## config.mk

```make
export PLATFORM = sky130hd
export DESIGN_NAME = rx_pause_flowctl
export DESIGN_NICKNAME = d
export VERILOG_FILES = /design/src/rtl/rx_pause_pkg.sv /design/src/rtl/rx_pause_ctl.sv /design/src/rtl/rx_pause_dp.sv /design/src/rtl/rx_pause_flowctl.sv
export SDC_FILE = /design/constraint.sdc
export NUM_CORES = 1
export LEC_CHECK = 0
export BUFFER_PORTS_ARGS = -buffer_cell sky130_fd_sc_hd__buf_4
export CAP_MARGIN = 20
export CORE_UTILIZATION = 25
export CTS_BUF_LIST = sky130_fd_sc_hd__clkbuf_8
export DETAILED_ROUTE_END_ITERATION = 6
export PLACE_DENSITY_LB_ADDON = 0.15
export SLEW_MARGIN = 20
export SYNTH_ARGS = -nofsm -noshare
export SYNTH_HDL_FRONTEND = slang
export SYNTH_SLANG_ARGS = --single-unit
```

## constraint.sdc

```tcl
create_clock -name clk -period 2.5 [get_ports clk]
set_input_delay 0.25 -clock clk [delete_from_list [all_inputs] [get_ports clk]]
set_output_delay 0.25 -clock clk [all_outputs]
set_load 0.05 [all_outputs]
```

## src/rtl/rx_pause_pkg.sv

```systemverilog
package rx_pause_pkg;
  localparam int TIME_W = 16;

  typedef struct packed {
    logic loadTime;   // store software operand
    logic issueSw;    // software-commanded frame
    logic issueXoff;  // threshold stop frame
    logic issueXon;   // threshold resume frame
    logic loadTimer;  // accepted received pause
    logic decTimer;   // one quantum elapsed
  } ctl_strobes_t;
endpackage

```

## src/rtl/rx_pause_ctl.sv

```systemverilog
module rx_pause_ctl
  import rx_pause_pkg::*;
#(
  parameter int LVL_W = 11,
  parameter int THR_W = 9
) (
  input  logic             clk,
  input  logic             rstN,
  input  logic [LVL_W-1:0] fifoLevel,
  input  logic [THR_W-1:0] xoffLevel,
  input  logic [THR_W-1:0] xonLevel,
  input  logic             sendEn,
  input  logic             rxEn,
  input  logic             swWr,
  input  logic             swGo,
  input  logic             rxPauseVld,
  input  logic             quantaTick,
  input  logic             timerZero,
  output ctl_strobes_t     stb
);
  logic xoffSent;
  logic overHigh, underLow;

  assign overHigh = fifoLevel > LVL_W'(xoffLevel);
  assign underLow = fifoLevel < LVL_W'(xonLevel);

  always_comb begin
    stb = '0;
    stb.loadTime = swWr;
    stb.issueSw  = swWr && swGo;
    if (!stb.issueSw) begin
      if (sendEn && !xoffSent && overHigh)
        stb.issueXoff = 1'b1;
      else if (sendEn && xoffSent && underLow)
        stb.issueXon = 1'b1;
    end
    stb.loadTimer = rxPauseVld && rxEn;
    stb.decTimer  = !stb.loadTimer && quantaTick && !timerZero;
  end

  always_ff @(posedge clk) begin
    if (!rstN)               xoffSent <= 1'b0;
    else if (stb.issueXoff)  xoffSent <= 1'b1;
    else if (stb.issueXon)   xoffSent <= 1'b0;
  end

  AST_ONE_REQ: assert property (@(posedge clk) disable iff (!rstN)
    $onehot0({stb.issueSw, stb.issueXoff, stb.issueXon}));
  AST_NO_REPEAT_XOFF: assert property (@(posedge clk) disable iff (!rstN)
    stb.issueXoff |=> !stb.issueXoff);
  AST_XON_NOT_TWICE: assert property (@(posedge clk) disable iff (!rstN)
    stb.issueXon |=> !stb.issueXon);
endmodule

```

## src/rtl/rx_pause_dp.sv

```systemverilog
module rx_pause_dp
  import rx_pause_pkg::*;
(
  input  logic              clk,
  input  logic              rstN,
  input  ctl_strobes_t      stb,
  input  logic [TIME_W-1:0] swTime,
  input  logic [TIME_W-1:0] rxPauseTime,
  input  logic              statusRd,
  output logic              pauseReq,
  output logic [TIME_W-1:0] pauseReqTime,
  output logic              timerZero,
  output logic              paused,
  output logic [31:0]       pauseStatus
);
  logic [TIME_W-1:0] timeReg, timer, timerNext, lastTime;
  logic stRcvd, stEnter, stLeave, enterP, leaveP;

  always_comb begin
    timerNext = timer;
    if (stb.loadTimer)     timerNext = rxPauseTime;
    else if (stb.decTimer) timerNext = timer - 1'b1;
  end

  assign timerZero = (timer == '0);
  assign paused    = !timerZero;
  assign enterP    = timerZero && (timerNext != '0);
  assign leaveP    = !timerZero && (timerNext == '0);

  always_ff @(posedge clk) begin
    if (!rstN) begin
      timeReg      <= '0;
      timer        <= '0;
      lastTime     <= '0;
      pauseReq     <= 1'b0;
      pauseReqTime <= '0;
      stRcvd       <= 1'b0;
      stEnter      <= 1'b0;
      stLeave      <= 1'b0;
    end else begin
      if (stb.loadTime)  timeReg  <= swTime;
      if (stb.loadTimer) lastTime <= rxPauseTime;
      timer    <= timerNext;
      pauseReq <= stb.issueSw || stb.issueXoff || stb.issueXon;
      if (stb.issueSw)        pauseReqTime <= swTime;
      else if (stb.issueXoff) pauseReqTime <= timeReg;
      else                    pauseReqTime <= '0;
      stRcvd  <= stb.loadTimer || (stRcvd  && !statusRd);
      stEnter <= enterP        || (stEnter && !statusRd);
      stLeave <= leaveP        || (stLeave && !statusRd);
    end
  end

  assign pauseStatus = {lastTime, 13'd0, stLeave, stEnter, stRcvd};

  AST_XON_ZERO_TIME: assert property (@(posedge clk) disable iff (!rstN)
    stb.issueXon |=> (pauseReq && pauseReqTime == '0));
  AST_TIMER_NO_RISE: assert property (@(posedge clk) disable iff (!rstN)
    !stb.loadTimer |=> (timer <= $past(timer)));
  AST_TIMER_STEP: assert property (@(posedge clk) disable iff (!rstN)
    stb.decTimer |=> (timer == $past(timer) - 16'd1));
  AST_LOAD_PAUSED: assert property (@(posedge clk) disable iff (!rstN)
    stb.loadTimer |=> (paused == ($past(rxPauseTime) != '0)));
endmodule

```

## src/rtl/rx_pause_flowctl.sv

```systemverilog
module rx_pause_flowctl
  import rx_pause_pkg::*;
#(
  parameter int LVL_W = 11,
  parameter int THR_W = 9
) (
  input  logic              clk,
  input  logic              rstN,
  input  logic [LVL_W-1:0]  fifoLevel,
  input  logic [THR_W-1:0]  xoffLevel,
  input  logic [THR_W-1:0]  xonLevel,
  input  logic              sendPauseWr,
  input  logic [TIME_W:0]   sendPauseData,
  input  logic [1:0]        ctlEnable,
  input  logic              quantaTick,
  input  logic              rxPauseVld,
  input  logic [TIME_W-1:0] rxPauseTime,
  input  logic              statusRd,
  output logic              pauseReq,
  output logic [TIME_W-1:0] pauseReqTime,
  output logic              paused,
  output logic [31:0]       pauseStatus
);
  ctl_strobes_t stb;
  logic timerZero;

  rx_pause_ctl #(.LVL_W(LVL_W), .THR_W(THR_W)) uCtl (
    .clk(clk), .rstN(rstN), .fifoLevel(fifoLevel),
    .xoffLevel(xoffLevel), .xonLevel(xonLevel),
    .sendEn(ctlEnable[0]), .rxEn(ctlEnable[1]),
    .swWr(sendPauseWr), .swGo(sendPauseData[TIME_W]),
    .rxPauseVld(rxPauseVld), .quantaTick(quantaTick),
    .timerZero(timerZero), .stb(stb)
  );

  rx_pause_dp uDp (
    .clk(clk), .rstN(rstN), .stb(stb),
    .swTime(sendPauseData[TIME_W-1:0]), .rxPauseTime(rxPauseTime),
    .statusRd(statusRd), .pauseReq(pauseReq), .pauseReqTime(pauseReqTime),
    .timerZero(timerZero), .paused(paused), .pauseStatus(pauseStatus)
  );

  AST_RX_IGNORED: assert property (@(posedge clk) disable iff (!rstN)
    (rxPauseVld && !ctlEnable[1] && !quantaTick && !statusRd)
      |=> ($stable(paused) && $stable(pauseStatus)));
  AST_SW_SEND: assert property (@(posedge clk) disable iff (!rstN)
    (sendPauseWr && sendPauseData[TIME_W])
      |=> (pauseReq && pauseReqTime == $past(sendPauseData[TIME_W-1:0])));
endmodule

```

==> Implementation_results.wiki, run 1 <==
{| class="wikitable"
! Metric !! Value
|-
| Depth of the worst register-to-register path || 8
|-
| Initial DRT Pass Iterations || 4
|-
| Clock power share || 28.2%
|-
| GRT Residual Overflow || 0
|-
| Critical path startpoint category || register
|-
| Critical path buffer and inverter count || 1
|-
| Actual slew at the worst max-slew pin || 0.7399 ns
|-
| Number of remaining DRC errors || 0
|-
| Combinational cell fraction of total power || 28.6%
|-
| Area of the core || 13,450 um^2
|-
| Worst clock skew || 0.008980 ns
|-
| Antenna-violating nets left || 0
|-
| Wire per inst || 13.98 um
|-
| Leading cell type in the layout, fill and taps excluded || buf_4
|-
| Combined area of the multi-input logic cells || 1909 um^2
|-
| CTS clock-pin slew for the worst setup and hold paths || 0.08 ns
|-
| Maximum number of buffers from clock root to sink || 2
|-
| Number of synthesized flops with an enable pin || 0
|-
| Total wire length || 9533 um
|-
| Synth-to-layout area growth || 33.52%
|-
| Number of buffers inserted for hold repair after clock tree synthesis || 0
|-
| Share of the clock period used by the worst path after layout || 96.10%
|-
| Effective utilization at floorplan || 26.02%
|-
| Final #Nets || 590
|-
| Hold Path Stages || 2
|-
| Class of the tightest hold or removal check || primary input to register
|-
| Biggest cell delay along the critical path || 0.58 ns
|-
| TritonCTS clock tree || built
|-
| Via count of the first global-routing pass || 3,060
|-
| Clock buffer count from CTS || 9
|-
| Fraction of final layout cells sized beyond drive strength 1 || 32.02%
|-
| Startpoint-to-endpoint class of the critical path || register to register
|-
| Maximum fanout encountered on the critical timing path || 5
|-
| Pleak || 2.116 nW
|-
| Total routing resource utilization after global routing || 13.24%
|-
| Crit path DAT || 2.61 ns
|-
| Max-slew headroom || 50.68%
|-
| Vias after detailed routing || 3,113
|-
| Cells after Synth || 391
|-
| Fill count || 1,434
|-
| Net switching power figure || 0.0009802 W
|-
| Hold slack final || 0.1133 ns
|-
| Switching part of the total power || 34.50%
|-
| Register cell area after layout || 1384 um^2
|-
| Cell area after placement || 4431 um^2
|-
| Mean area per synthesized cell || 8.954 um^2
|-
| Antenna Diode Count || 0
|-
| Horizontal extent of the die || 120.3 um
|-
| Cell-by-cell listing of the critical path || or4_4 -> o41ai_4 -> o211ai_2 -> o31ai_2 -> o2111ai_2 -> nor4_2 -> buf_4 -> a41oi_1
|-
| Area enclosed by the die boundary || 14,480 um^2
|-
| Maxcap violations || 0
|-
| Highest attainable clock frequency || 416.2 MHz
|-
| Setup violations, final || 0
|-
| Cell family with the largest share of critical-path delay || compound AO/OA/AOI/OAI gates
|-
| Total count of max-transition violations in the final report || 0
|-
| Top-level I/O count || 120
|-
| RD Place Congestion || 0.7704
|-
| Num Clock Sinks || 69
|-
| Clock latency on the worst-skew pair || 0.35 ns
|-
| Number of cells on the critical path || 8
|-
| Share of the yosys chip area belonging to registers || 39.46%
|-
| Netlist area before placement || 3501 um^2
|-
| Count of warnings emitted by yosys || 0
|-
| Setup slack of the most critical reg-to-reg path || 0.1 ns
|-
| CP Launch Point || uDp.timer[3]
|-
| Endpoint of the most critical setup path || uDp.stEnter
|-
| Initial detailed-routing violation count || 69
|-
| Netlist cell types || 60
|-
| Element type at the critical path end || register
|-
| Most common flop cell mapped by yosys || dfxtp_1
|-
| Proportion of power drawn by flip-flops and latches || 43.2%
|-
| Placement row count || 42
|-
| Vertical die dimension || 120.3 um
|-
| First-pass GRT wire length || 14,970 um
|-
| Final hold viol count || 0
|-
| Largest voltage drop on the vdd net || 0.2366 mV
|-
| Proportion of synthesized flip-flops having asynchronous set or reset || 0%
|-
| Total power density per cell area || 607.8 nW/um^2
|-
| Post-route cell area || 4674 um^2
|-
| Drt via density || 4.565
|-
| Root buf cell || clkbuf_8
|-
| Endpoint of the lowest-slack register-to-register path || uDp.stEnter
|-
| Critical-path top delay cell || or4_4
|-
| Highest-count cells in the layout ignoring fill and taps || buf_4, dfxtp_1, nand2_1
|-
| Port Buffers || 106
|-
| Htree depth || 3
|-
| Critical path required time || 2.70 ns
|-
| Internal power component || 0.001861 W
|-
| Largest net degree at the start of global routing || 31
|-
| Initial antenna violation count || 0
|-
| Result of the run || finished, final reports clean
|-
| Seq cells post-synth || 69
|-
| Worst flop-to-flop path startpoint || uDp.timer[3]
|-
| Min cycle time layout || 2.403 ns
|-
| Half-perimeter wire length of the detailed placement result || 6974 um
|}
## how the worst min path moves through the flow
stage | start | end
after floorplan | rstN | uDp.timer[0]
after global placement | uDp.lastTime[8] | uDp.lastTime[8]
after detailed placement | uDp.lastTime[15] | uDp.lastTime[15]
after CTS | sendPauseData[13] | uDp.pauseReqTime[13]
after global routing | sendPauseData[5] | uDp.pauseReqTime[5]
final | sendPauseData[13] | uDp.pauseReqTime[13]
## metal layers
layer  global-route usage (%)  vias up  wire, um
li1                         -     1586         -
met1                    17.01     1436      4526
met2                    21.05       81      4366
met3                    3.396       10       514
met4                    5.324        0       125
met5                        0        -         0
## worst register-to-register path, cell delays in order (launching register included)
cell and delay (ns):
dfxtp_2 0.35, or4_4 0.58, o41ai_4 0.31, o211ai_2 0.15, o31ai_2 0.26, o2111ai_2 0.18, nor4_2 0.17, buf_4 0.16
a41oi_1 0.10
## registers in the layout, summed over array words and instances, names as in the netlist
register          count
uDp.stEnter           1
uCtl.xoffSent         1
uDp.lastTime         16
uDp.pauseReqTime     16
uDp.timer            16
uDp.stLeave           1
uDp.pauseReq          1
uDp.timeReg          16
uDp.stRcvd            1
## synth_stat cells (7+ instances only)
library cell  instances  area, um^2
o21ai_0              11       55.05
a21oi_1              24       120.1
inv_1                23       86.33
nand4_1               7       43.79
mux2i_1              17       170.2
a22o_1               16       140.1
a211oi_1              9       67.56
nor2_1               32       120.1
dfxtp_1              69        1381
ha_1                 19       237.7
buf_4                16       120.1
clkbuf_1             12       45.04
nand2_1              41       153.9
## power by group through the flow
| stage | Sequential [W] | Clock, W | Combinational (W) |
|---|---|---|---|
| 6_report | 0.00123 | 0.000802 | 0.000812 |
| 5_1_grt | 0.00124 | 0.000885 | 0.000882 |
| 4_1_cts | 0.00122 | 0.000841 | 0.000788 |
| 3_5_place_dp | 0.00125 | 0 | 0.000776 |
| 3_3_place_gp | 0.00125 | 0 | 0.000773 |
| 2_1_floorplan | 0.00132 | 0 | 0.000466 |
## logic make-up (layout without fill, tap and decap cells)
logic type	count (synthesis)	count (layout)	share of synthesized area [%]
simple gates	128	128	18.66
other cells	1	13	0.1071
xor+xnor	6	6	1.501
mux	17	17	4.861
fa+ha+maj	19	19	6.791
buf+inv	57	160	8.792
compound gates	94	94	19.84
flops	69	69	39.46
## stage by stage
stage               cells  worst slack [ns]  TNS [ns]  power (W)  utilization (%)
floorplan             403            0.3052         0   0.001789                -
detailed placement    663           -0.1142   -0.1809   0.002023            32.93
CTS                   680           0.04798         0   0.002852            34.29
global route          682          -0.02067  -0.02408   0.003006            34.75
global placement      663           0.03499         0   0.002019            32.93
finish                682           0.09738         0   0.002841            34.75
## timing repair
action	CTS	global route
pin swaps	1	8
hold endpoints to repair	0	0
gates resized for setup	3	11
buffers inserted	1	2
setup endpoints to repair	2	2
## layout make-up
type | count | share of cell area (%)
Timing Repair Buffer | 121 | 19.43
Tap cell | 176 | 4.711
Clock inverter | 7 | 0.9101
Clock buffer | 9 | 2.650
Multi-Input combinational cell | 277 | 40.85
Inverter | 23 | 1.847
Sequential cell | 69 | 29.60
No activity file was read; power rests on OpenSTA's default activity.
==> run 2: changes to the inputs <==
ABC_AREA = 1   (was not set)
==> run 2 against run 1 <==
  * Synthesized cell count rose by 47%
  * Utilization down 1.3 points
  * Sequential share of layout area shrank 1.6 points
  * Setup slack better by 0.22 ns
  * Clock power increased by 17%
  * Cell count increased by 26%
  * Critical endpoint unchanged
  * Die area increased by 9.2%
  * Maximum frequency grew 10%
  * Power increased by 12%
  * Highest routed layer unchanged
  * Critical path depth is 7 higher
==> Implementation_results.wiki, run 2 <==
{| class="wikitable"
! Metric !! Value
|-
| Result of the run || finished, final reports clean
|-
| Horizontal extent of the die || 125.7 um
|-
| First-pass GRT wire length || 18,100 um
|-
| Vertical die dimension || 125.7 um
|-
| Maximum fanout encountered on the critical timing path || 14
|-
| Met1 track demand over resource in global routing || 16.81%
|-
| Initial antenna violation count || 0
|-
| Critical path startpoint category || register
|-
| Proportion of synthesized flip-flops having asynchronous set or reset || 0%
|-
| Post-Layout Cell Count || 862
|-
| Seq cells post-synth || 69
|-
| Antenna-violating nets left || 0
|-
| Root buf cell || clkbuf_8
|-
| Register cell area after layout || 1381 um^2
|-
| Worst clock skew || 0.01423 ns
|-
| Highest attainable clock frequency || 458.0 MHz
|-
| Unrepaired setup endpoints after global routing || false
|-
| Depth of the worst register-to-register path || 15
|-
| CTS clock-pin slew for the worst setup and hold paths || 0.09 ns
|-
| Effective utilization at floorplan || 25.94%
|-
| Cell count after placement || 846
|-
| GR met3 Demand/Resource || 4.036%
|-
| Total power density per cell area || 644.0 nW/um^2
|-
| Share of the clock period used by the worst path after layout || 87.33%
|-
| Fill count || 1,601
|-
| Netlist cell types || 34
|-
| Num Clock Sinks || 69
|-
| Initial DRT Pass Iterations || 4
|-
| Hold Path Stages || 3
|-
| Largest net degree at the start of global routing || 37
|-
| Startpoint-to-endpoint class of the critical path || register to register
|-
| Netlist area before placement || 3827 um^2
|-
| Crit path DAT || 2.42 ns
|-
| Most instantiated library cell after synthesis || nand2_1
|-
| Fraction of final layout cells sized beyond drive strength 1 || 21.98%
|-
| Cells after Synth || 573
|-
| Vias after detailed routing || 3,884
|-
| GRT Residual Overflow || 0
|-
| Final critical-path setup slack || 0.3167 ns
|-
| Max-slew headroom || 47.67%
|-
| Element type at the critical path end || register
|-
| Total wire length || 11,090 um
|-
| Min cycle time layout || 2.183 ns
|-
| Area of the core || 14,750 um^2
|-
| Hold slack final || 0.1135 ns
|-
| Clock latency on the worst-skew pair || 0.36 ns
|-
| Largest area contributor in the synthesized netlist || dfxtp_1
|-
| Port Buffers || 106
|-
| Most common flop cell mapped by yosys || dfxtp_1
|-
| Number of synthesized flops with an enable pin || 0
|-
| Actual slew at the worst max-slew pin || 0.7849 ns
|-
| Critical path required time || 2.74 ns
|-
| Total count of max-transition violations in the final report || 0
|-
| Met2 track utilization from global routing || 24.97%
|-
| Class of the tightest hold or removal check || primary input to register
|-
| Mean area per synthesized cell || 6.680 um^2
|-
| Most frequent cells after synthesis || nand2_1, nor2_1, dfxtp_1, a21oi_1, inv_1
|-
| Wire per inst || 12.87 um
|-
| Number of instances resized during post-cts repair || 0
|-
| Drt via density || 4.506
|-
| Maxcap violations || 0
|-
| Share of the yosys chip area belonging to registers || 36.09%
|-
| Half-perimeter wire length of the detailed placement result || 8197 um
|-
| Postcts setup bufs || 0
|-
| Cell area after placement || 4738 um^2
|-
| Antenna Diode Count || 0
|-
| Initial detailed-routing violation count || 162
|-
| Synth-to-layout area growth || 28.96%
|-
| Area enclosed by the die boundary || 15,810 um^2
|-
| Setup WS pre-CTS || 0.2373 ns
|-
| Leading cell type in the layout, fill and taps excluded || nand2_1
|-
| Largest voltage drop on the vdd net || 0.3146 mV
|-
| Highest-count cells in the layout ignoring fill and taps || nand2_1, buf_4, nor2_1
|-
| Sum of negative setup slack || 0 ns
|-
| Post-route cell area || 4936 um^2
|-
| Final hold viol count || 0
|-
| Busiest metal layer after global routing || met2
|-
| Setup violations, final || 0
|-
| RD Place Congestion || 0.7947
|-
| TritonCTS clock tree || built
|-
| Top-level I/O count || 120
|-
| Cell types with the largest area share after synthesis || dfxtp_1, nand2_1, nor2_1
|-
| Maximum number of buffers from clock root to sink || 2
|-
| Count of warnings emitted by yosys || 0
|-
| Final #Nets || 762
|-
| Total routing resource utilization after global routing || 14.43%
|-
| Via count of the first global-routing pass || 3,831
|-
| Number of remaining DRC errors || 0
|-
| Combined area of the multi-input logic cells || 2076 um^2
|-
| Top cell type's share of synthesized area || 36.09%
|-
| Clock buffer count from CTS || 9
|-
| Htree depth || 3
|-
| Number of buffers inserted for hold repair after clock tree synthesis || 0
|-
| Placement row count || 44
|-
| Pleak || 2.491 nW
|}
## run 2: cell types whose count changed after synthesis, sizes merged, moves of 17 or more
| cell | before | now |
|---|---|---|
| mux2i | 17 | 0 |
| nor2 | 32 | 83 |
| nand3 | 6 | 28 |
| a21oi | 24 | 52 |
| inv | 23 | 52 |
| nand2 | 42 | 177 |
## run 2: cell type report
class	instances	area share, %
clock inverter	7	1.496
clock buffer	9	2.510
multi-input combinational	426	42.05
sequential	69	27.98
tap	184	4.664
inverter	54	4.106
timing repair buffer	113	17.19
## run 2: worst paths after layout
path / start / end / slack [ns]
worst min register to register: uDp.lastTime[1] / uDp.lastTime[1] / 0.47
worst max-delay path: uDp.timer[0] / uDp.stEnter / 0.32
worst max register to register: uDp.timer[0] / uDp.stEnter / 0.32
worst min-delay path: sendPauseData[13] / uDp.timeReg[13] / 0.11
## run 2: report_power, final
group          total [W]  internal, W  switching (W)  leakage [nW]
registers        0.00124      0.00117      0.0000618         0.567
clock network   0.000940     0.000464       0.000477        0.0937
logic            0.00100     0.000345       0.000658          1.83
total            0.00318      0.00198        0.00120          2.49
## run 2: cells by family (layout without fill, tap and decap cells)
family          after synthesis  count (layout)  synth area share [%]
other cells                   1              13               0.09798
compound gates               77              77                 10.82
simple gates                315             315                 35.47
flops                        69              69                 36.09
fa+ha+maj                    19              19                 6.211
buf+inv                      90             183                 10.85
xor+xnor                      2               2                0.4577
## run 2: per-stage QoR
stage | util, % | total power [W]
after floorplan | - | 0.001985
after global placement | 32.12 | 0.002258
after detailed placement | 32.12 | 0.002264
after CTS | 33.45 | 0.003213
after global routing | 33.45 | 0.003391
final | 33.45 | 0.003179
## run 2: worst max-delay path, stage by stage (launching register included)
cell	delay, ns
dfxtp_1	0.32
inv_1	0.16
ha_1	0.22
nand2_2	0.08
nor2_4	0.13
nand2_4	0.13
nand2_4	0.19
inv_2	0.10
nand2_1	0.08
nand2_1	0.07
a21oi_1	0.19
nand2_1	0.09
nor2_1	0.11
nand3_1	0.08
nand2_1	0.07
a21oi_1	0.06
## run 2: metal layers
metal / share of wire [%] / wire, um
met3: 6.1 / 678
met4: 2.1 / 235
met5: 0 / 0
met2: 49 / 5404
met1: 43 / 4772
==> run 3: changes to the inputs <==
SYNTH_HIERARCHICAL = 1   (was not set)
==> run 3 against run 2 <==
  * Via count shrank 11%
  * Design area fell by 2.8%
  * Setup slack worse by 0.11 ns
  * Synthesized area down 5.2%
  * Sequential cell count did not move
  * Non-clock buffer count shrank 2
==> Implementation_results.wiki, run 3 <==
{| class="wikitable"
! Metric !! Value
|-
| Most instantiated library cell after synthesis || nand2_1
|-
| Clock latency on the worst-skew pair || 0.35 ns
|-
| Initial detailed-routing violation count || 140
|-
| Fraction of final layout cells sized beyond drive strength 1 || 28.16%
|-
| Largest voltage drop on the vdd net || 0.2556 mV
|-
| Horizontal extent of the die || 122.5 um
|-
| Critical path startpoint category || register
|-
| Class of the tightest hold or removal check || primary input to register
|-
| GRT Residual Overflow || 0
|-
| Pleak || 2.375 nW
|-
| Proportion of synthesized flip-flops having asynchronous set or reset || 0%
|-
| Critical-path top delay cell || dfxtp_1
|-
| Total routing resource utilization after global routing || 13.77%
|-
| Worst clock skew || 0.01099 ns
|-
| CTS clock-pin slew for the worst setup and hold paths || 0.08 ns
|-
| Synth-to-layout area growth || 32.21%
|-
| Result of the run || finished, final reports clean
|-
| Vertical die dimension || 122.5 um
|-
| Cell area after placement || 4552 um^2
|-
| Setup violations, final || 0
|-
| Startpoint-to-endpoint class of the critical path || register to register
|-
| Critical path required time || 2.73 ns
|-
| Min cycle time layout || 2.297 ns
|-
| Largest area contributor in the synthesized netlist || dfxtp_1
|-
| Maximum fanout encountered on the critical timing path || 7
|-
| Root buf cell || clkbuf_8
|-
| Seq cells post-synth || 69
|-
| Final #Nets || 709
|-
| Area of the core || 14,040 um^2
|-
| Clock buffer count from CTS || 9
|-
| Number of synthesized flops with an enable pin || 0
|-
| Fin util || 34.16%
|-
| Top cell type's share of synthesized area || 38.07%
|-
| Post-Layout Cell Count || 805
|-
| Total power density per cell area || 641.9 nW/um^2
|-
| Effective utilization at floorplan || 25.84%
|-
| Antenna Diode Count || 0
|-
| Largest net degree at the start of global routing || 37
|-
| Crit path DAT || 2.53 ns
|-
| Cells after Synth || 522
|-
| Most common flop cell mapped by yosys || dfxtp_1
|-
| Cell-by-cell listing of the critical path || inv_1 -> ha_1 -> nand4_1 -> inv_2 -> nor2_4 -> inv_2 -> nor2_4 -> nand2_4 -> nor2_8 -> nand3_1 -> nand3_1 -> nand2_1 -> nor2_1 -> nand2_1 -> nor2_2 -> nand2_1 -> nand2_1 -> a21oi_1
|-
| Mean area per synthesized cell || 6.951 um^2
|-
| Unrepaired setup endpoints after global routing || false
|-
| Maximum number of buffers from clock root to sink || 2
|-
| Half-perimeter wire length of the detailed placement result || 7078 um
|-
| Antenna-violating nets left || 0
|-
| Top-level I/O count || 120
|-
| First-pass GRT wire length || 16,030 um
|-
| Post-route cell area || 4797 um^2
|-
| Total wire length || 9691 um
|-
| Initial antenna violation count || 0
|-
| Number of remaining DRC errors || 0
|-
| Element type at the critical path end || register
|-
| Share of the clock period used by the worst path after layout || 91.86%
|-
| Maxcap violations || 0
|-
| Cell count after placement || 790
|-
| Final hold viol count || 0
|-
| Netlist cell types || 35
|-
| Htree depth || 3
|-
| Num Clock Sinks || 69
|-
| Total count of max-transition violations in the final report || 0
|-
| Biggest cell delay along the critical path || 0.39 ns
|-
| Placement row count || 43
|-
| Vias after detailed routing || 3,452
|-
| Netlist area before placement || 3628 um^2
|-
| Highest-count cells in the layout ignoring fill and taps || nand2_1, buf_4, nor2_1
|-
| Area enclosed by the die boundary || 15,000 um^2
|-
| Number of buffers inserted for hold repair after clock tree synthesis || 0
|-
| Wire per inst || 12.04 um
|-
| Max-slew headroom || 61.15%
|-
| Sum of negative setup slack || 0 ns
|-
| Cell types with the largest area share after synthesis || dfxtp_1, nand2_1, nor2_1
|-
| Share of the yosys chip area belonging to registers || 38.07%
|-
| Most frequent cell on the critical path || nand2_1
|-
| Leading cell type in the layout, fill and taps excluded || nand2_1
|-
| Most frequent cells after synthesis || nand2_1, nor2_1, dfxtp_1, inv_1, a21oi_1
|-
| Highest attainable clock frequency || 435.4 MHz
|-
| TritonCTS clock tree || built
|-
| Actual slew at the worst max-slew pin || 0.5821 ns
|-
| Port Buffers || 106
|-
| Fill count || 1,493
|-
| Initial DRT Pass Iterations || 4
|-
| RD Place Congestion || 0.7847
|-
| Via count of the first global-routing pass || 3,413
|-
| Count of warnings emitted by yosys || 6
|-
| Hold slack final || 0.1219 ns
|-
| Postcts setup bufs || 0
|-
| Drt via density || 4.288
|}
## run 3: cell type report
cell class                 count  area, um^2  area share, %
clock buffer                  10       137.6          2.869
multi-input combinational    369        1898          39.57
clock inverter                 5       85.08          1.774
inverter                      61       230.2          4.799
tap                          180       225.2          4.695
timing repair buffer         111       833.3          17.37
sequential                    69        1388          28.93
## run 3: final timing paths
path,start,end,slack (ns),cells past startpoint
min reg2reg,uDp/lastTime[2],uDp/lastTime[2],0.46,2
max,uDp/timer[1],uDp/stEnter,0.20,18
max reg2reg,uDp/timer[1],uDp/stEnter,0.20,18
min,sendPauseData[12],uDp/timeReg[12],0.12,3
## run 3: kinds of logic (layout without fill, tap and decap cells)
group	count (synthesis)	in the layout	synth area share, %
other	1	13	0.1033
AND/OR/NAND/NOR	243	243	29.79
adder cells (fa/ha/maj)	18	18	6.207
flip-flops	69	69	38.07
buffers and inverters	96	187	12.17
AO/OA/AOI/OAI	95	95	13.66
## run 3: where the power goes
| part | switching (W) | internal [W] |
|---|---|---|
| logic | 0.000524 | 0.000285 |
| clock network | 0.000458 | 0.000587 |
| registers | 0.0000503 | 0.00118 |
| total | 0.00103 | 0.00205 |
## run 3: repair_timing
| action | CTS | global route |
|---|---|---|
| setup endpoints to repair | 0 | 2 |
| resized for setup | 0 | 7 |
| hold endpoints to repair | 0 | 0 |
## run 3: per-stage QoR
stage	worst slack [ns]	total power (W)
4_1_cts	0.1313	0.003124
6_report	0.2034	0.003079
2_1_floorplan	-0.07174	0.001826
3_5_place_dp	0.1456	0.002052
3_3_place_gp	0.2103	0.002050
5_1_grt	0.007809	0.003272
## run 3: per-layer routing
layer / vias up / GRT usage, % / routed length [um]
met5: - / 0 / 0
met3: 2 / 4.647 / 506
met4: 0 / 3.659 / 30
met1: 1547 / 16.42 / 4391
li1: 1819 / - / -
met2: 84 / 23.46 / 4762
## run 3: critical path: cells and delay by family (launching register included)
kind,cells,cell delay (ns)
and+or+nand+nor,13,1.32
buffers and inverters,3,0.19
DFF,1,0.39
AOI/OAI and AO/OA,1,0.05
adders and majority gates,1,0.21
